File: src/rtl/spimem_pkg.sv
package spimem_pkg;
  typedef enum logic [2:0] {
    PH_IDLE, PH_OPC, PH_ADDR, PH_WDATA, PH_RDATA, PH_SRWR, PH_SRRD, PH_SKIP
  } phase_e;

  localparam logic [7:0] CMD_SETWE  = 8'h06;
  localparam logic [7:0] CMD_CLRWE  = 8'h04;
  localparam logic [7:0] CMD_STRD   = 8'h05;
  localparam logic [7:0] CMD_STWR   = 8'h01;
  localparam logic [7:0] CMD_MEMRD  = 8'h03;
  localparam logic [7:0] CMD_MEMWR  = 8'h02;
endpackage

File: src/rtl/spimem_sync.sv
module spimem_sync #(
  parameter int          W       = 5,
  parameter logic [W-1:0] RST_VAL = '0
) (
  input  logic         clk,
  input  logic         rst_n,
  input  logic [W-1:0] d,
  output logic [W-1:0] lvl
);
  for (genvar g = 0; g < W; g++) begin : g_bit
    logic q;
    always_ff @(posedge clk or negedge rst_n) begin
      if (!rst_n) q <= RST_VAL[g];
      else        q <= d[g];
    end
    assign lvl[g] = q;
  end
endmodule

File: src/rtl/spimem_array.sv
module spimem_array #(
  parameter int DEPTH = 64,
  localparam int IDX_W = $clog2(DEPTH)
) (
  input  logic             clk,
  input  logic             we,
  input  logic [IDX_W-1:0] waddr,
  input  logic [7:0]       wdata,
  input  logic [IDX_W-1:0] raddr,
  output logic [7:0]       rdata
);
  logic [7:0] cells [DEPTH];

  always_ff @(posedge clk) begin
    if (we) cells[waddr] <= wdata;
  end

  assign rdata = cells[raddr];
endmodule

File: src/rtl/spimem_slave.sv
module spimem_slave
  import spimem_pkg::*;
#(
  parameter int ADDR_W = 16,
  parameter int DEPTH  = 64
) (
  input  logic clk,
  input  logic rst_n,
  input  logic sck,
  input  logic cs_n,
  input  logic si,
  input  logic wp_n,
  input  logic hold_n,
  output logic so,
  output logic so_oe,
  output logic standby,
  output logic hold_err
);
  localparam int IDX_W      = $clog2(DEPTH);
  localparam int ADDR_BYTES = ADDR_W / 8;
  localparam int AB_W       = (ADDR_BYTES > 1) ? $clog2(ADDR_BYTES) : 1;

  // bit order of the sampled pin vector: {hold, wp, si, cs, sck}
  logic [4:0] pins_lvl;
  spimem_sync #(.W(5), .RST_VAL(5'b11010)) u_sync (
    .clk(clk), .rst_n(rst_n),
    .d({hold_n, wp_n, si, cs_n, sck}),
    .lvl(pins_lvl)
  );

  logic sck_lvl, cs_lvl, si_lvl, wp_lvl, hold_lvl;
  assign {hold_lvl, wp_lvl, si_lvl, cs_lvl, sck_lvl} = pins_lvl;

  logic sck_d, cs_d, hold_d;
  always_ff @(posedge clk or negedge rst_n) begin
    if (!rst_n) begin
      sck_d <= 1'b0; cs_d <= 1'b1; hold_d <= 1'b1;
    end else begin
      sck_d <= sck_lvl; cs_d <= cs_lvl; hold_d <= hold_lvl;
    end
  end

  logic sck_rise, sck_fall, cs_fall, hold_chg;
  assign sck_rise = sck_lvl & ~sck_d;
  assign sck_fall = ~sck_lvl & sck_d;
  assign cs_fall  = ~cs_lvl & cs_d;
  assign hold_chg = hold_lvl ^ hold_d;

  phase_e            phase;
  logic [2:0]        bitcnt, rcnt;
  logic [6:0]        shin;
  logic [ADDR_W-1:0] addr;
  logic [AB_W-1:0]   abyte;
  logic              rd_cmd, wr_cmd, wel, wpen, oe_en, so_q, err_q;
  logic [7:0]        tx;

  logic [7:0]        byte_nxt, sr, rdata;
  logic [ADDR_W-1:0] addr_shift, addr_inc;
  logic [IDX_W-1:0]  raddr;
  logic              byte_done, mem_we, reading;

  assign byte_nxt   = {shin, si_lvl};
  assign byte_done  = sck_rise && (bitcnt == 3'd7);
  assign addr_shift = (addr << 8) | ADDR_W'(byte_nxt);
  assign addr_inc   = addr + ADDR_W'(1);
  assign sr         = {wpen, 5'b00000, wel, 1'b0};
  assign raddr      = (phase == PH_RDATA) ? addr_inc[IDX_W-1:0] : addr_shift[IDX_W-1:0];
  assign mem_we     = hold_lvl && !cs_lvl && (phase == PH_WDATA) && byte_done && wel;
  assign reading    = (phase == PH_RDATA) || (phase == PH_SRRD);

  spimem_array #(.DEPTH(DEPTH)) u_array (
    .clk(clk), .we(mem_we), .waddr(addr[IDX_W-1:0]), .wdata(byte_nxt),
    .raddr(raddr), .rdata(rdata)
  );

  always_ff @(posedge clk or negedge rst_n) begin
    if (!rst_n) begin
      phase <= PH_IDLE; bitcnt <= '0; rcnt <= '0; shin <= '0; addr <= '0;
      abyte <= '0; rd_cmd <= 1'b0; wr_cmd <= 1'b0; wel <= 1'b0; wpen <= 1'b0;
      oe_en <= 1'b0; so_q <= 1'b0; tx <= '0;
    end else if (hold_lvl) begin
      if (cs_lvl) begin
        if (phase != PH_IDLE && wr_cmd) wel <= 1'b0;
        phase <= PH_IDLE; bitcnt <= '0; rcnt <= '0; abyte <= '0;
        wr_cmd <= 1'b0; oe_en <= 1'b0;
      end else if (cs_fall) begin
        phase <= PH_OPC; bitcnt <= '0; rcnt <= '0; abyte <= '0;
        wr_cmd <= 1'b0; rd_cmd <= 1'b0; oe_en <= 1'b0;
      end else if (phase != PH_IDLE) begin
        if (sck_rise) begin
          shin   <= byte_nxt[6:0];
          bitcnt <= bitcnt + 3'd1;
          if (byte_done) begin
            unique case (phase)
              PH_OPC: begin
                unique case (byte_nxt)
                  CMD_SETWE: begin wel <= 1'b1; phase <= PH_SKIP; end
                  CMD_CLRWE: begin wel <= 1'b0; phase <= PH_SKIP; end
                  CMD_STRD:  begin tx <= sr; rcnt <= '0; phase <= PH_SRRD; end
                  CMD_STWR:  begin wr_cmd <= 1'b1; phase <= PH_SRWR; end
                  CMD_MEMRD: begin rd_cmd <= 1'b1; phase <= PH_ADDR; end
                  CMD_MEMWR: begin rd_cmd <= 1'b0; wr_cmd <= 1'b1; phase <= PH_ADDR; end
                  default:   phase <= PH_SKIP;
                endcase
              end
              PH_ADDR: begin
                addr  <= addr_shift;
                abyte <= abyte + AB_W'(1);
                if (abyte == AB_W'(ADDR_BYTES - 1)) begin
                  if (rd_cmd) begin
                    tx <= rdata; rcnt <= '0; phase <= PH_RDATA;
                  end else begin
                    phase <= PH_WDATA;
                  end
                end
              end
              PH_WDATA: addr <= addr_inc;
              PH_SRWR:  if (wel && !(wpen && !wp_lvl)) wpen <= byte_nxt[7];
              default: ;
            endcase
          end
        end
        if (sck_fall && reading) begin
          so_q  <= tx[7];
          oe_en <= 1'b1;
          rcnt  <= rcnt + 3'd1;
          if (rcnt == 3'd7) begin
            if (phase == PH_RDATA) begin
              tx <= rdata; addr <= addr_inc;
            end else begin
              tx <= sr;
            end
          end else begin
            tx <= {tx[6:0], 1'b0};
          end
        end
      end
    end
  end

  always_ff @(posedge clk or negedge rst_n) begin
    if (!rst_n) err_q <= 1'b0;
    else        err_q <= hold_chg & sck_lvl;
  end

  assign so       = so_q;
  assign so_oe    = oe_en & hold_lvl & ~cs_lvl;
  assign standby  = cs_lvl;
  assign hold_err = err_q;
endmodule

File: config.mk
export PLATFORM = sky130hd
export DESIGN_NAME = spimem_slave
export DESIGN_NICKNAME = d
export VERILOG_FILES = /design/src/rtl/spimem_pkg.sv /design/src/rtl/spimem_sync.sv /design/src/rtl/spimem_array.sv /design/src/rtl/spimem_slave.sv
export SDC_FILE = /design/constraint.sdc
export NUM_CORES = 1
export LEC_CHECK = 0
export ABC_AREA = 1
export BUFFER_PORTS_ARGS = -buffer_cell sky130_fd_sc_hd__buf_4
export CORE_UTILIZATION = 30
export CTS_CLUSTER_SIZE = 30
export DETAILED_ROUTE_END_ITERATION = 8
export GPL_ROUTABILITY_DRIVEN = 0
export PLACE_DENSITY = 0.5
export SETUP_SLACK_MARGIN = 0.2
export SYNTH_ARGS = -nofsm -noshare
export SYNTH_HDL_FRONTEND = slang
export SYNTH_SLANG_ARGS = --single-unit
File: constraint.sdc
create_clock -name clk -period 2.8 [get_ports clk]
set_input_delay 0.28 -clock clk [delete_from_list [all_inputs] [get_ports clk]]
set_output_delay 0.28 -clock clk [all_outputs]
set_load 0.005 [all_outputs]
---- After elaboration in Yosys (flattened, before gate mapping) ----
Memories as Yosys holds them, arrays and structs flattened.
Index checks and enable logic that the tools add are counted.
storage, ports and cells
  flip-flop bits (word level) ............. 56
  memories kept ........................... 1
  bits in writable memories ............... 512
cells by class
  bitwise operators ....................... 12
  multiplexer cells ....................... 72
  $add $sub $neg .......................... 4
  equal/unequal tests ..................... 23
  reduce and logical (&&, ||, !) cells .... 53
memory list
  memory         words  width  rd ports  clocked after memory_dff  write ports  RTL line            source
  u_array.cells  64     8      1         0                         1            spimem_array.sv:12  logic [7:0] cells [DEPTH];
operators by type and width
  cell                                                 count
  two-way mux 16 bit                                   5
  two-way mux 8 bit                                    8
  two-way mux 3 bit                                    20
  nonzero test 3 bit                                   11
  one-hot mux 16 bit (2 select lines)                  1
  two-way mux 1 bit                                    31
  equality test 8 x 3 -> 1 bit, second input constant  3
  AND reduction 8 bit                                  3
  nonzero test 2 bit                                   10
  adder 16 x 1 -> 16 bit, second input constant        1
  equality test 8 x 2 -> 1 bit, second input constant  2
  OR 16 x 8 -> 16 bit                                  1
  one-hot mux 8 bit (2 select lines)                   1
  equality test 3 bit, second input constant           5
  != test 5 x 4 -> 1 bit, second input constant        3
  AND reduction 5 bit                                  3
  one-hot mux 3 bit (2 select lines)                   2
  AND reduction 6 bit                                  2
  nonzero test 4 bit                                   3
  AND reduction 10 bit                                 1
  logical AND 1 bit                                    9
  != test 3 bit, second input constant                 3
  one-hot mux 3 bit (3 select lines)                   1
  equality test 8 x 1 -> 1 bit, second input constant  1
  other kinds (19)                                     34

---- Depth between registers and ports, before layout ----
  depth after elaboration ................. 9
  mapped depth ............................ 15

---- Cells and area by module ----
Synthesis repeated with hierarchy kept, for this count alone.
unflattened totals
  cell total of the unflattened synthesis .. 2,209
  area, all modules ....................... 24,044.3 µm²
modules (own cells, without submodules)
  module        seq. area each (µm²)  area an instance (µm²)  cells an instance  times used
  spimem_array  15,374.7              21,131.5                1,814              1
  spimem_slave  1,028.5               2,746.4                 385                1
  spimem_sync   128.9                 166.4                   10                 1

---- Worst setup path after synthesis ----
OpenSTA, ideal clock, no wires.
  path kind ............................... register -> register
  start point ............................. register u_sync.g_bit[2].q
  end point ............................... register tx[0]
  data required time ...................... 2.682 ns
  period minus slack after synthesis ...... 2.572 ns
  buffers on the path ..................... 2
  arrival time ............................ 2.454 ns
  setup time .............................. 0.118 ns
  stages on the path, launching flop included .. 14
  slack ................................... 0.228 ns
  path through ............................ dfrtp_1 inv_1 nand2_2 nand2_2 buf_4 buf_4 nand2_1 nand3_1 nand3_1 nand3_1 nand3_1 nand3_1 nand4_1 nand2_1
between the ends
  cells in the longest elaborated chain, start to end .. 9
  elaborated cells between the ends (all ways) .. 14
RTL lines
  element                             RTL line             source
  start: declaration                  spimem_sync.sv:11    logic q;
  start signal: assignment            spimem_sync.sv:13    if (!rst_n) q <= RST_VAL[g];
  start signal: assignment            spimem_sync.sv:14    else q <= d[g];
  OR 16 x 8 -> 16 bit                 spimem_slave.sv:64   assign addr_shift = (addr << 8) | ADDR_W'(byte_nxt);
  two-way mux 6 bit                   spimem_slave.sv:67   assign raddr = (phase == PH_RDATA) ? addr_inc[IDX_W-1:0] : addr_shift[IDX_W-1:0];
  memory (64 x 8 bit)                 -
  two-way mux 8 bit                   spimem_slave.sv:110  if (rd_cmd) begin
  two-way mux 8 bit                   spimem_slave.sv:109  if (abyte == AB_W'(ADDR_BYTES - 1)) begin
  one-hot mux 8 bit (2 select lines)  spimem_slave.sv:94   unique case (phase)
  two-way mux 8 bit                   spimem_slave.sv:93   if (byte_done) begin
  two-way mux 8 bit                   spimem_slave.sv:90   if (sck_rise) begin
  two-way mux 8 bit                   spimem_slave.sv:123  if (sck_fall && reading) begin
  end signal: assignment              spimem_slave.sv:129  tx <= rdata; addr <= addr_inc;
  end signal: assignment              spimem_slave.sv:131  tx <= sr;
  end signal: assignment              spimem_slave.sv:134  tx <= {tx[6:0], 1'b0};
  end: declaration                    spimem_slave.sv:55   logic [7:0] tx;
Several ways; a longest one is shown, not always the timed one. The select of a mux whose other input is x is not followed.
A chain may end at the register's enable or synchronous reset.

---- Worst setup path in the final report ----
  start point ............................. register addr[0]
  end point ............................... register tx[2]
between the ends
  cells in the longest elaborated chain, start to end .. 9
  elaborated cells between the ends (all ways) .. 11
RTL lines
  element                             RTL line             source
  start: declaration                  spimem_slave.sv:52   logic [ADDR_W-1:0] addr;
  start signal: assignment            spimem_slave.sv:107  addr <= addr_shift;
  start signal: assignment            spimem_slave.sv:117  PH_WDATA: addr <= addr_inc;
  start signal: assignment            spimem_slave.sv:129
  adder 16 x 1 -> 16 bit *            spimem_slave.sv:65   assign addr_inc = addr + ADDR_W'(1);
  two-way mux 6 bit *                 spimem_slave.sv:67
  memory (64 x 8 bit) *               -
  two-way mux 8 bit                   spimem_slave.sv:110
  two-way mux 8 bit                   spimem_slave.sv:109
  one-hot mux 8 bit (2 select lines)  spimem_slave.sv:94
  two-way mux 8 bit                   spimem_slave.sv:93
  two-way mux 8 bit                   spimem_slave.sv:90
  two-way mux 8 bit *                 spimem_slave.sv:123
Every way passes the cells marked *; elsewhere a longest branch is shown, timed or not. The select of a mux whose other input is x is not followed.

==> results.json <==
{
  "grt_remaining_overflow": 0,
  "required_ps": 3360,
  "most-common-layout-cells": "596 x sky130_fd_sc_hd__nand2_1, 522 x sky130_fd_sc_hd__nand3_1, 512 x sky130_fd_sc_hd__edfxtp_1",
  "ys.warnings.count": 0,
  "holdCritPathClass": "input port to async pin",
  "synth.lib_cells_used.distinct": 41,
  "rsz_0062_raised_after_global_routing": "true",
  "area_growth_syn_to_layout_pct": 18.9,
  "drt_drc_violations_left": 0,
  "drive_above_1_share_pct": 13.4,
  "final.setup.tns_ps": 0,
  "post_synth.cell_area_avg_um2": 11.1,
  "antennaDiodeCount": 0,
  "hold_viol": 0,
  "async_reset_ff_share_pct": 8.24,
  "cts_buffers": 60,
  "critical_path.endpoint_type": "register",
  "timing.fmax_ghz": 0.391,
  "die_height_um": 282,
  "timing.max_cap.violations": 0,
  "count_of_flip_flops_with_a_built_in_enable_after_synthesis": 512,
  "dp_slack_ps": 118,
  "io_pins": 11,
  "grt_start_max_net_pins": 71,
  "layout_commonest_cell": "sky130_fd_sc_hd__nand2_1",
  "number_of_global_route_vias_before_repair": 15800,
  "totalWireLength_um": 68600,
  "report.final.slew_viol_count": 0,
  "final_period_minus_worst_setup_slack_ps": 2560,
  "synth.top_cell.area_share_pct": 65.3,
  "clk_pin_slew_worst_paths_ps": 60,
  "slowest_stage": "sky130_fd_sc_hd__dfrtp_2",
  "grt_first_pass_wirelength_um": 99400,
  "slowest_delay_ps": 450,
  "wl_per_cell_um": 20.5,
  "core_region_area_um2": 77600,
  "post_synth_instance_area_um2": 23500,
  "syn_nets": 2142,
  "setup_viol_count_final": 0,
  "firstDrtPassIters": 5,
  "track_usage_pct": 16.7,
  "vias_per_cell": 4.88,
  "tritoncts": "done",
  "holdWs_ps": 228,
  "cp_data_arrival_time_ps": 3120,
  "critPathMostFrequentCell": "sky130_fd_sc_hd__nand3_1",
  "floorplan.die_area_um2": 79600,
  "final_critical_path_share_of_the_clock_period_pct": 91.3,
  "maximum_resistive_drop_on_vdd_mv": 0.529,
  "clk_sink_count": 558,
  "yosys_register_bits": 558,
  "ys.flop_type": "sky130_fd_sc_hd__edfxtp_1",
  "type_of_origin_of_the_critical_path": "register",
  "power_density_nw_per_um2": 755,
  "library_cell_with_the_largest_summed_area_after_synthesis": "sky130_fd_sc_hd__edfxtp_1",
  "setup_ws_ps": 243,
  "fp-row-count": 102,
  "cts-root-buf": "sky130_fd_sc_hd__clkbuf_16",
  "cts-htree-levels": 2,
  "die_width_um": 282,
  "worstMarginPinSlew_ps": 914,
  "power_leakage_nw": 10.4,
  "detailroute.via_count": 16300,
  "initial_utilization_pct": 30.3,
  "seq_area_frac_synth_pct": 70.2,
  "synth_area_leaders": "sky130_fd_sc_hd__edfxtp_1 65%, sky130_fd_sc_hd__nand3_1 11%, sky130_fd_sc_hd__nand2_1 9.5%, sky130_fd_sc_hd__dfrtp_1 4.4%, sky130_fd_sc_hd__inv_1 1.9%",
  "post_drt_antenna_nets": 0,
  "io_buffer_count": 10,
  "place_hpwl_um": 40000,
  "worst_clock_skew_ps": 19.8,
  "grt_antenna_before_repair": 1,
  "crit_fanout": 8,
  "synthesis.instances": 2130,
  "ff2ff_path_depth": 12,
  "worstPathCellList": "ha_1, xnor2_1, buf_4, o21ai_4, clkbuf_16, buf_8, nand3_1, nand3_1, nand3_1, nand3_1, nand3_1, a21oi_1",
  "worstSkewPairLatency_ps": 640,
  "drt-initial-drc-count": 1549,
  "maxSlewHeadroom_pct": 39.1,
  "worstSetupPathType": "register to register",
  "finalNetCount": 2265,
  "outcome": "complete, no violations",
  "clock_tree.buffer_depth": 3
}
registers in the layout, indices dropped and copies added, names as in the netlist, 3 cells and up:
| name | cells |
|---|---|
| u_array.cells | 512 |
| rcnt | 3 |
| addr | 6 |
| tx | 8 |
| u_sync.g_bit.q | 5 |
| bitcnt | 3 |
| phase | 3 |
| shin | 7 |
routing by layer:
layer	wire [um]	vias to the layer above	GRT usage, %
met3	4770	121	2.70
met4	2220	0	5.43
li1	-	7664	-
met5	0	-	0
met2	32200	607	27.2
met1	29400	7923	22.7
critical path: cells and delay by family, from the launching register on:
| kind | cells | cell delay, ps |
|---|---|---|
| compound gates | 2 | 370 |
| buf+inv | 3 | 580 |
| simple gates | 5 | 710 |
| fa+ha+maj | 1 | 240 |
| flops | 1 | 450 |
| xor+xnor | 1 | 130 |
through the flow:
step	instance area, um2	util, %	std cells	total power [mW]
global route	28000	36.1	3340	21.9
CTS	27600	35.6	3320	20.9
detailed placement	25700	33.1	3203	13.4
finish	28000	36.1	3340	21.1
global placement	25700	33.1	3203	13.4
floorplan	23500	-	2130	11.9
where the power goes:
part           leakage (nW)  switching [mW]  internal (mW)
Clock                 0.906            3.23           4.31
Sequential             5.37          0.0713           9.32
Combinational          4.16            2.89           1.31
Total                  10.4            6.19           14.9
logic make-up (layout without fill, tap and decap cells):
| group | count (synthesis) | after routing | synth area share [%] |
|---|---|---|---|
| xor+xnor | 3 | 3 | 0.112 |
| fa+ha+maj | 5 | 5 | 0.266 |
| flops | 558 | 558 | 70.2 |
| compound gates | 68 | 68 | 1.72 |
| mux | 1 | 1 | 0.0478 |
| simple gates | 1256 | 1258 | 23.2 |
| buf+inv | 239 | 407 | 4.43 |
final cells by class:
type,instances,area [um2]
Clock buffer,84,1670
Timing Repair Buffer,175,1690
Multi-Input combinational cell,1335,6150
Tap cell,1040,1300
Fill cell,7801,49600
Inverter,123,462
Clock inverter,25,175
Sequential cell,558,16500
cells in the mapped netlist, types with 3 or more instances:
cell,number
sky130_fd_sc_hd__buf_2,83
sky130_fd_sc_hd__nor4_1,3
sky130_fd_sc_hd__nand3_1,530
sky130_fd_sc_hd__o211ai_1,4
sky130_fd_sc_hd__inv_1,120
sky130_fd_sc_hd__clkbuf_1,20
sky130_fd_sc_hd__o21ai_0,23
sky130_fd_sc_hd__buf_1,4
sky130_fd_sc_hd__o22ai_1,8
sky130_fd_sc_hd__edfxtp_1,512
sky130_fd_sc_hd__nand3_2,6
sky130_fd_sc_hd__nor2_1,100
sky130_fd_sc_hd__ha_1,5
sky130_fd_sc_hd__a21oi_1,18
sky130_fd_sc_hd__dfrtp_1,41
sky130_fd_sc_hd__nand4_1,4
sky130_fd_sc_hd__dfstp_2,5
sky130_fd_sc_hd__nand2_2,4
sky130_fd_sc_hd__nand2_1,598
sky130_fd_sc_hd__nor3_1,6
sky130_fd_sc_hd__buf_4,7
what timing repair did:
item | 4_1_cts | 5_1_grt
pin swaps | 1 | 5
hold endpoints to repair | 46 | 0
hold buffers | 6 | 0
cloned | 1 | 6
setup endpoints to repair | 99 | 437
buffers inserted | 1 | 14
resized for setup | 3 | 30
path summary, 6_finish.rpt:
check | to | startpoint | slack [ps]
worst min register to register | sck_d | u_sync.g_bit[0].q | 380
worst max register to register | tx[2] | addr[0] | 240
worst max-delay path | tx[2] | addr[0] | 240
max in group asynchronous | u_sync.g_bit[2].q | rst_n | 2110
min in group clk | u_sync.g_bit[1].q | cs_n | 300
worst min-delay path | rcnt[2] | rst_n | 230
(Power assumes the default switching activity.)
